==> src/rtl/gpio_port_pkg.sv <==
package gpio_port_pkg;
  localparam int PORT_W = 8;
  localparam int ADDR_W = 16;

  localparam logic [ADDR_W-1:0] ADR_DIR  = 16'hFEBD;
  localparam logic [ADDR_W-1:0] ADR_DATA = 16'hFF6D;
  localparam logic [ADDR_W-1:0] ADR_PINS = 16'hFF5D;
  localparam logic [ADDR_W-1:0] ADR_PULL = 16'hFF74;

  typedef struct packed {
    logic [PORT_W-1:0] dir;
    logic [PORT_W-1:0] data;
    logic [PORT_W-1:0] pull;
  } port_regs_t;

  // Mode codes in which the 16-bit bus width claims the pins.
  function automatic logic mode_allows_bus(input logic [2:0] m);
    case (m)
      3'd1, 3'd2, 3'd4, 3'd5, 3'd6: return 1'b1;
      default:                      return 1'b0;
    endcase
  endfunction
endpackage

==> src/rtl/gpio_port_sync.sv <==
module gpio_port_sync #(
  parameter int W = 8
) (
  input  logic         clk,
  input  logic         rst_por_n,
  input  logic [W-1:0] din,
  output logic [W-1:0] dout
);
  logic [W-1:0] stage1;

  for (genvar i = 0; i < W; i++) begin : g_bit
    always_ff @(posedge clk or negedge rst_por_n) begin
      if (!rst_por_n) begin
        stage1[i] <= 1'b0;
        dout[i]   <= 1'b0;
      end else begin
        stage1[i] <= din[i];
        dout[i]   <= stage1[i];
      end
    end
  end

  // Edges seen since reset, saturating, for the latency check.
  logic [1:0] edges;
  always_ff @(posedge clk or negedge rst_por_n) begin
    if (!rst_por_n)        edges <= 2'd0;
    else if (edges != 2'd2) edges <= edges + 2'd1;
  end

  a_r5_two_edge_latency: assert property (@(posedge clk) disable iff (!rst_por_n)
    (edges == 2'd2) |-> (dout == $past(din, 2)));
endmodule

==> src/rtl/gpio_port_regs.sv <==
module gpio_port_regs
  import gpio_port_pkg::*;
(
  input  logic              clk,
  input  logic              rst_por_n,
  input  logic              rst_manual,
  input  logic              stby_hw,
  input  logic              stby_sw,
  input  logic              reg_sel,
  input  logic              reg_wr,
  input  logic [ADDR_W-1:0] reg_addr,
  input  logic [PORT_W-1:0] reg_wdata,
  input  logic [PORT_W-1:0] pins_sync,
  output logic [PORT_W-1:0] reg_rdata,
  output port_regs_t        regs
);
  logic hold;
  logic wr_en;
  assign hold  = rst_manual | stby_sw;
  assign wr_en = reg_sel & reg_wr & ~hold;

  always_ff @(posedge clk or negedge rst_por_n) begin
    if (!rst_por_n) begin
      regs <= '0;
    end else if (stby_hw) begin
      regs <= '0;
    end else if (wr_en) begin
      case (reg_addr)
        ADR_DIR:  regs.dir  <= reg_wdata;
        ADR_DATA: regs.data <= reg_wdata;
        ADR_PULL: regs.pull <= reg_wdata;
        default:  ;
      endcase
    end
  end

  always_comb begin
    reg_rdata = '0;
    if (reg_sel && !reg_wr) begin
      case (reg_addr)
        ADR_DIR:  reg_rdata = '1;
        ADR_DATA: reg_rdata = regs.data;
        ADR_PINS: reg_rdata = pins_sync;
        ADR_PULL: reg_rdata = regs.pull;
        default:  reg_rdata = '0;
      endcase
    end
  end

  a_r9_hw_standby_clears: assert property (@(posedge clk) disable iff (!rst_por_n)
    stby_hw |=> (regs == '0));
  a_r10_hold_keeps: assert property (@(posedge clk) disable iff (!rst_por_n)
    (hold && !stby_hw) |=> $stable(regs));
  a_r4_data_write_lands: assert property (@(posedge clk) disable iff (!rst_por_n)
    (wr_en && !stby_hw && reg_addr == ADR_DATA) |=> (regs.data == $past(reg_wdata)));
endmodule

==> src/rtl/gpio_port_mux.sv <==
module gpio_port_mux #(
  parameter int W = 8
) (
  input  logic         bus_own,
  input  logic [W-1:0] dir,
  input  logic [W-1:0] data,
  input  logic [W-1:0] pull,
  input  logic [W-1:0] xbus_dout,
  input  logic         xbus_oe,
  input  logic [W-1:0] pin_in,
  output logic [W-1:0] xbus_din,
  output logic [W-1:0] pin_out,
  output logic [W-1:0] pin_oe,
  output logic [W-1:0] pin_pu
);
  for (genvar i = 0; i < W; i++) begin : g_pin
    always_comb begin
      if (bus_own) begin
        pin_out[i]  = xbus_dout[i];
        pin_oe[i]   = xbus_oe;
        pin_pu[i]   = 1'b0;
        xbus_din[i] = pin_in[i];
      end else begin
        pin_out[i]  = data[i];
        pin_oe[i]   = dir[i];
        pin_pu[i]   = pull[i] & ~dir[i];
        xbus_din[i] = 1'b0;
      end
    end
  end
endmodule

==> src/rtl/gpio_port_ctrl.sv <==
module gpio_port_ctrl
  import gpio_port_pkg::*;
(
  input  logic              clk,
  input  logic              rst_por_n,
  input  logic              rst_manual,
  input  logic              stby_hw,
  input  logic              stby_sw,
  input  logic [2:0]        mode,
  input  logic              bus16,
  input  logic              reg_sel,
  input  logic              reg_wr,
  input  logic [ADDR_W-1:0] reg_addr,
  input  logic [PORT_W-1:0] reg_wdata,
  output logic [PORT_W-1:0] reg_rdata,
  input  logic [PORT_W-1:0] xbus_dout,
  input  logic              xbus_oe,
  output logic [PORT_W-1:0] xbus_din,
  input  logic [PORT_W-1:0] pin_in,
  output logic [PORT_W-1:0] pin_out,
  output logic [PORT_W-1:0] pin_oe,
  output logic [PORT_W-1:0] pin_pu
);
  logic [PORT_W-1:0] pins_sync;
  port_regs_t        regs;
  logic              bus_own;

  assign bus_own = bus16 & mode_allows_bus(mode);

  gpio_port_sync #(.W(PORT_W)) i_sync (
    .clk(clk), .rst_por_n(rst_por_n), .din(pin_in), .dout(pins_sync)
  );

  gpio_port_regs i_regs (
    .clk(clk), .rst_por_n(rst_por_n), .rst_manual(rst_manual),
    .stby_hw(stby_hw), .stby_sw(stby_sw), .reg_sel(reg_sel), .reg_wr(reg_wr),
    .reg_addr(reg_addr), .reg_wdata(reg_wdata), .pins_sync(pins_sync),
    .reg_rdata(reg_rdata), .regs(regs)
  );

  gpio_port_mux #(.W(PORT_W)) i_mux (
    .bus_own(bus_own), .dir(regs.dir), .data(regs.data), .pull(regs.pull),
    .xbus_dout(xbus_dout), .xbus_oe(xbus_oe), .pin_in(pin_in),
    .xbus_din(xbus_din), .pin_out(pin_out), .pin_oe(pin_oe), .pin_pu(pin_pu)
  );

  a_r6_no_pull_on_driver: assert property (@(posedge clk) disable iff (!rst_por_n)
    (pin_pu & pin_oe) == '0);
  a_r7_no_pull_in_bus: assert property (@(posedge clk) disable iff (!rst_por_n)
    bus_own |-> (pin_pu == '0));
  a_r1_por_no_drive: assert property (@(posedge clk) disable iff (!rst_por_n)
    $rose(rst_por_n) |-> (pin_oe == '0 || bus_own));
endmodule

==> config.mk <==
export PLATFORM = sky130hd
export DESIGN_NAME = gpio_port_ctrl
export DESIGN_NICKNAME = d
export VERILOG_FILES = /design/src/rtl/gpio_port_pkg.sv /design/src/rtl/gpio_port_sync.sv /design/src/rtl/gpio_port_regs.sv /design/src/rtl/gpio_port_mux.sv /design/src/rtl/gpio_port_ctrl.sv
export SDC_FILE = /design/constraint.sdc
export NUM_CORES = 1
export LEC_CHECK = 0
export ABC_AREA = 1
export BUFFER_PORTS_ARGS = -buffer_cell sky130_fd_sc_hd__buf_4
export CAP_MARGIN = 20
export CORE_AREA = 2 2 79 81
export CTS_CLUSTER_SIZE = 8
export DETAILED_ROUTE_END_ITERATION = 8
export DIE_AREA = 0 0 81 83
export PLACE_DENSITY = 0.66
export SLEW_MARGIN = 20
export SYNTH_ARGS = -nofsm -noshare
export SYNTH_HDL_FRONTEND = slang
export SYNTH_SLANG_ARGS = --single-unit
==> constraint.sdc <==
create_clock -name clk -period 1.5 [get_ports clk]
set_input_delay 0.15 -clock clk [delete_from_list [all_inputs] [get_ports clk]]
set_output_delay 0.15 -clock clk [all_outputs]
set_load 0.05 [all_outputs]
**Word-level counts from Yosys, hierarchy flattened**

Index checks and enable logic that the tools add are counted.

- Register bits: 40
- Output and inout port bits: 40
- Bits of input ports: 52

- Mux-type cells: 40
- Reductions and logical operators: 10
- Eq/ne operators: 9
- Bitwise gates (word level): 21

Operator list:

| operator | number |
|---|---|
| $eq A16 B16 Y1 const B | 4 |
| $mux W24 | 2 |
| $mux W1 | 33 |
| $mux W8 | 4 |
| $pmux W8 S4 | 1 |
| $and A1 B1 Y1 | 11 |
| $eq A3 B3 Y1 const B | 3 |
| $not A1 Y1 | 9 |
| $reduce_bool A2 Y1 | 4 |
| $reduce_and A2 Y1 | 3 |
| $reduce_or A5 Y1 | 1 |
| $eq A3 B1 Y1 const B | 1 |
| $eq A3 B2 Y1 const B | 1 |
| $logic_and A1 B1 Y1 | 1 |
| $logic_not A1 Y1 | 1 |
| $or A1 B1 Y1 | 1 |

**Logic depth before layout (Yosys ltp)**

- Depth after elaboration: 5
- Mapped depth: 9
- Mapped depth without buffers: 9

**Modules after synthesis**

From an unflattened synthesis, not the netlist that was laid out.

- Cells, all modules: 315
- Area total of the unflattened synthesis: 2352.3 sq um

By module, submodules not included:

| module | sequential area each (sq um) | area an instance (sq um) | instances | cells an instance |
|---|---|---|---|---|
| gpio_port_regs | 600.6 | 1540.2 | 1 | 208 |
| gpio_port_sync | 400.4 | 400.4 | 1 | 16 |
| gpio_port_mux | 0.0 | 387.9 | 1 | 86 |
| gpio_port_ctrl | 0.0 | 23.8 | 1 | 5 |

**Worst setup path before layout**

Ideal clock, no wire load.

- Path kind: input to output
- Start point: input mode[1]
- End point: output pin_out[0]
- Arrival: 1575 ps
- Stages on the path: 5
- Path buffers: 1
- Path slack: -225 ps
- Cell sequence: or3_1 -> nand2_2 -> inv_2 -> buf_6 -> o21ai_1

- Longest elaborated chain between the ends: 5
- Elaborated cells between the ends (all ways): 9
- Classes of those cells: eq/ne: 5; mux: 2; bitwise: 1; reduce/logical: 1

Ends and longest elaborated chain:

| element | RTL line | RTL |
|---|---|---|
| start: declaration | gpio_port_ctrl.sv:9 | `input logic [2:0] mode,` |
| $eq A3 B1 Y1, or another cell as far along | gpio_port_pkg.sv:18 | `case (m)` |
| $reduce_or A5 Y1 (*) | gpio_port_pkg.sv:18 |  |
| $mux W1 (*) | gpio_port_pkg.sv:18 |  |
| $and A1 B1 Y1 (*) | gpio_port_ctrl.sv:28 | `assign bus_own = bus16 & mode_allows_bus(mode);` |
| $mux W1 (*) | gpio_port_mux.sv:18 | `if (bus_own) begin` |
| end: declaration | gpio_port_ctrl.sv:20 | `output logic [PORT_W-1:0] pin_out,` |

Mark *: on every way between the ends. The rest lies on a longest branch, timed or not.

**Worst setup path in the final report**

- Start point: input reg_addr[1]
- End point: output reg_rdata[7]

- Longest elaborated chain between the ends: 3
- Elaborated cells between the ends (all ways): 6
- Classes of those cells: eq/ne: 4; mux: 2

Ends and longest elaborated chain:

| element | RTL line | RTL |
|---|---|---|
| start: declaration | gpio_port_ctrl.sv:13 | `input logic [ADDR_W-1:0] reg_addr,` |
| $eq A16 B16 Y1 | gpio_port_regs.sv:40 | `case (reg_addr)` |
| $pmux W8 S4 (*) | gpio_port_regs.sv:40 |  |
| $mux W8 (*) | gpio_port_regs.sv:39 | `if (reg_sel && !reg_wr) begin` |
| end: declaration | gpio_port_ctrl.sv:15 | `output logic [PORT_W-1:0] reg_rdata,` |

Marked as above.

==> results.sh <==
export IMPL_status="finished, violations left"
export IMPL_violations="negative setup slack"
export IMPL_cpMostUsedCell="nor2_4"
export IMPL_start_kind="input pin"
export IMPL_crit_arrival_ps=1360
export IMPL_clkTransAtPathRegs_ps=80
export IMPL_worst_slew_pin_slew_ps=639
export IMPL_critPathLaunch="reg_addr[1]"
export IMPL_synthSimpleGateAreaFrac=0.391
export IMPL_yosysWarnings=0
export IMPL_muxShareOfSynthArea=0
export IMPL_critPathCaptureType="output port"
export IMPL_irDropWorstVdd_uv=589
export IMPL_routed_wl_um=6260
export IMPL_grt_max_degree=41
export IMPL_initial_utilization=0.413
export IMPL_crit_slowest_cell="nor2_4"
export IMPL_slew_viol_final=0
export IMPL_max_cap_violations=0
export IMPL_grt_pass1_vias=2317
export IMPL_diodes=0
export IMPL_cts_root_buf="clkbuf_8"
export IMPL_synth_yosys_seq_area_share=0.417
export IMPL_p_int_uw=1810
export IMPL_dp_hpwl_um=4800
export IMPL_synth_flop_cell="dfrtp_1"
export IMPL_drtAntennaViolNets=0
export IMPL_regToRegSetupSlack_ps=760
export IMPL_yosys_area_share_adder=0
export IMPL_pwr_share_seq=0.435
export IMPL_placed_cell_area_um2=3290
export IMPL_clkPwrFrac=0.353
export IMPL_area_growth_syn_to_layout_pct=54.1
export IMPL_coreArea_um2=5820
export IMPL_reg2reg_depth=2
export IMPL_dieArea_um2=6720
export IMPL_synthCells=327
export IMPL_cp_max_fo=8
export IMPL_grt_antenna_before_repair=0
export IMPL_fmax_ghz=0.664
export IMPL_hold_viol_final=0
export IMPL_tns_ps=-14.2
export IMPL_cp_cell_sequence="buf_8, inv_6, nand2_4, nor2_4, nand2_4, nor2_4, nor2_2, nand2_2, nand2_8, nor2_4, buf_6"
export IMPL_holdPathStages=3
export IMPL_hp_class="in -> reg"
export IMPL_switchingPower_uw=727
export IMPL_nets=491
export IMPL_worstSetupEndpoint="reg_rdata[7]"
export IMPL_drc_errors=0
export IMPL_routedWlPerCell_um=12.2
export IMPL_rsz0062_at_grt="yes"
export IMPL_synth_compound_area_frac=0.0886
export IMPL_routabilityCongestion=0.843
export IMPL_clk_path_buf_depth=2
export IMPL_ys_seq_elements=40
export IMPL_fin_skew_ps=4.23
export IMPL_clock_sinks=40
export IMPL_power_density_nw_per_um2=686
export IMPL_combPwrFrac=0.212
export IMPL_rows=28
export IMPL_portBuffers=91
export IMPL_synth_xor_xnor_area_share=0
export IMPL_slew_limit_headroom=0.572
export IMPL_setup_slack_ps=-6.98
export IMPL_ios=92
export IMPL_synth_edf_count=0
export IMPL_syn_area_um2=2400
export IMPL_r2r_start="i_regs.regs[2]$_DFFE_PN0P_"
export IMPL_fin_crit_ps=1510
export IMPL_synthesis_nets=379
export IMPL_synth_distinct_cells=24
export IMPL_cts_made_buffers=5
export IMPL_power_leakage_uw=0.00186
export IMPL_drtIter0Drc=61
export IMPL_fin_crit_sh=1.00
export IMPL_finalSetupViolations=3
export IMPL_overflow=0
export IMPL_htree_levels=2
export IMPL_drive_above_1_share=0.407
export IMPL_dr_pass1_iters=4
export IMPL_cts_tree="built"
export IMPL_grt_use_total=0.196
export IMPL_switching_share=0.286
export IMPL_critPathKind="in -> out"
export IMPL_die_h_um=83
export IMPL_final_cell_area_um2=3700
export IMPL_syn_area_per_cell_um2=7.34
export IMPL_die_w_um=81
export IMPL_critPathMaxStageDelay_ps=210
export IMPL_clock_latency_ps=290
export IMPL_num_vias=2381
export IMPL_rr_endpoint="i_regs.regs[2]$_DFFE_PN0P_"
export IMPL_viasPerCell=4.62
export IMPL_async_reset_ff_frac=1.00
export IMPL_synth_top_family_by_area="simple AND/OR/NAND/NOR gates"
export IMPL_cp_required_ps=1350
export IMPL_grt_first_pass_wirelength_um=10500
-- routing by layer --
layer | track usage | up-vias | routed length [µm]
met5 | 0 | - | 0
met1 | 0.261 | 1074 | 2800
met3 | 0.0435 | 4 | 329
met4 | 0.0493 | 0 | 40
li1 | - | 1231 | -
met2 | 0.322 | 72 | 3090
-- cell type report --
| type | count | area, µm² |
|---|---|---|
| clock buffer | 5 | 68.8 |
| clock inverter | 3 | 46.3 |
| fill | 538 | 2110 |
| inverter | 53 | 215 |
| multi-input combinational | 229 | 1330 |
| sequential | 40 | 1000 |
| tap | 75 | 93.8 |
| timing repair buffer | 109 | 945 |
| timing repair inverter | 1 | 5.00 |
-- cell families after synthesis --
family,count (synthesis)
compound gates,33
simple gates,196
flops,40
buf+inv,58
-- registers in the layout, indices dropped and copies added, names as in the netlist --
register       count
i_sync.stage1      8
i_sync.dout        8
i_regs.regs       24
-- cell usage after synthesis, types with 3 or more instances --
| master | instances | share of area |
|---|---|---|
| nand3_1 | 16 | 0.033 |
| nor3_2 | 8 | 0.033 |
| o21ai_2 | 12 | 0.044 |
| nor2_2 | 3 | 0.0078 |
| nand2_2 | 6 | 0.016 |
| o21ai_1 | 17 | 0.035 |
| nand2_1 | 103 | 0.16 |
| o21ai_0 | 3 | 0.0063 |
| dfrtp_1 | 40 | 0.42 |
| nor2_4 | 5 | 0.023 |
| inv_1 | 48 | 0.075 |
| nand4_1 | 3 | 0.0078 |
| nand2_4 | 3 | 0.014 |
| nor2_1 | 44 | 0.069 |
| buf_6 | 3 | 0.014 |
-- power by group through the flow --
| stage | sequential [µW] | clock [µW] | combinational (µW) |
|---|---|---|---|
| final | 1100 | 896 | 538 |
| after global routing | 1110 | 975 | 579 |
| after CTS | 1110 | 924 | 514 |
| after detailed placement | 1130 | 0 | 493 |
| after global placement | 1130 | 0 | 488 |
| after floorplan | 1120 | 0 | 260 |
-- worst min path at each step --
stage,start,end,slack (ps)
final,reg_wdata[3],i_regs.regs[19]$_DFFE_PN0P_,130
after global routing,reg_wdata[5],i_regs.regs[21]$_DFFE_PN0P_,120
after CTS,reg_wdata[3],i_regs.regs[19]$_DFFE_PN0P_,120
after detailed placement,rst_por_n,i_regs.regs[17]$_DFFE_PN0P_,150
after global placement,rst_por_n,i_regs.regs[17]$_DFFE_PN0P_,150
after floorplan,rst_por_n,i_regs.regs[0]$_DFFE_PN0P_,-150
-- timing repair --
item                                    CTS  global route
endpoints found under the setup margin    6            30
endpoints found under the hold margin    48             0
pin swaps                                 2            12
buffers inserted                          0             1
hold buffers                              9             0
resized for setup                         7            48
cloned                                    0             1
-- through the flow --
step / std cells / total power, µW / hold WS (ps) / setup WS, ps / utilization
after detailed placement: 496 / 1620 / 155 / -45.9 / 0.566
final: 515 / 2540 / 127 / -6.98 / 0.636
after global placement: 496 / 1620 / 153 / -14.9 / 0.566
after CTS: 513 / 2540 / 119 / 3.26 / 0.606
after global routing: 515 / 2660 / 122 / -97.5 / 0.636
after floorplan: 327 / 1380 / -146 / -225 / -
-- placed cells by master (no fill, tap or decap), types with 6 or more instances in the layout --
cell	instances
nor2_1	32
o21ai_2	14
nand3_1	16
inv_1	46
nand2_1	94
o21ai_1	15
nand2_2	13
nor2_2	6
nor2_4	14
nor3_4	9
buf_4	80
dlygate4sd3_1	9
buf_6	15
dfrtp_1	40
-- critical path: cells and delay by family --
kind,cells,cell delay (ps)
buffers and inverters,3,310
and+or+nand+nor,8,890
Note: power is estimated with default switching activity, not from simulation.
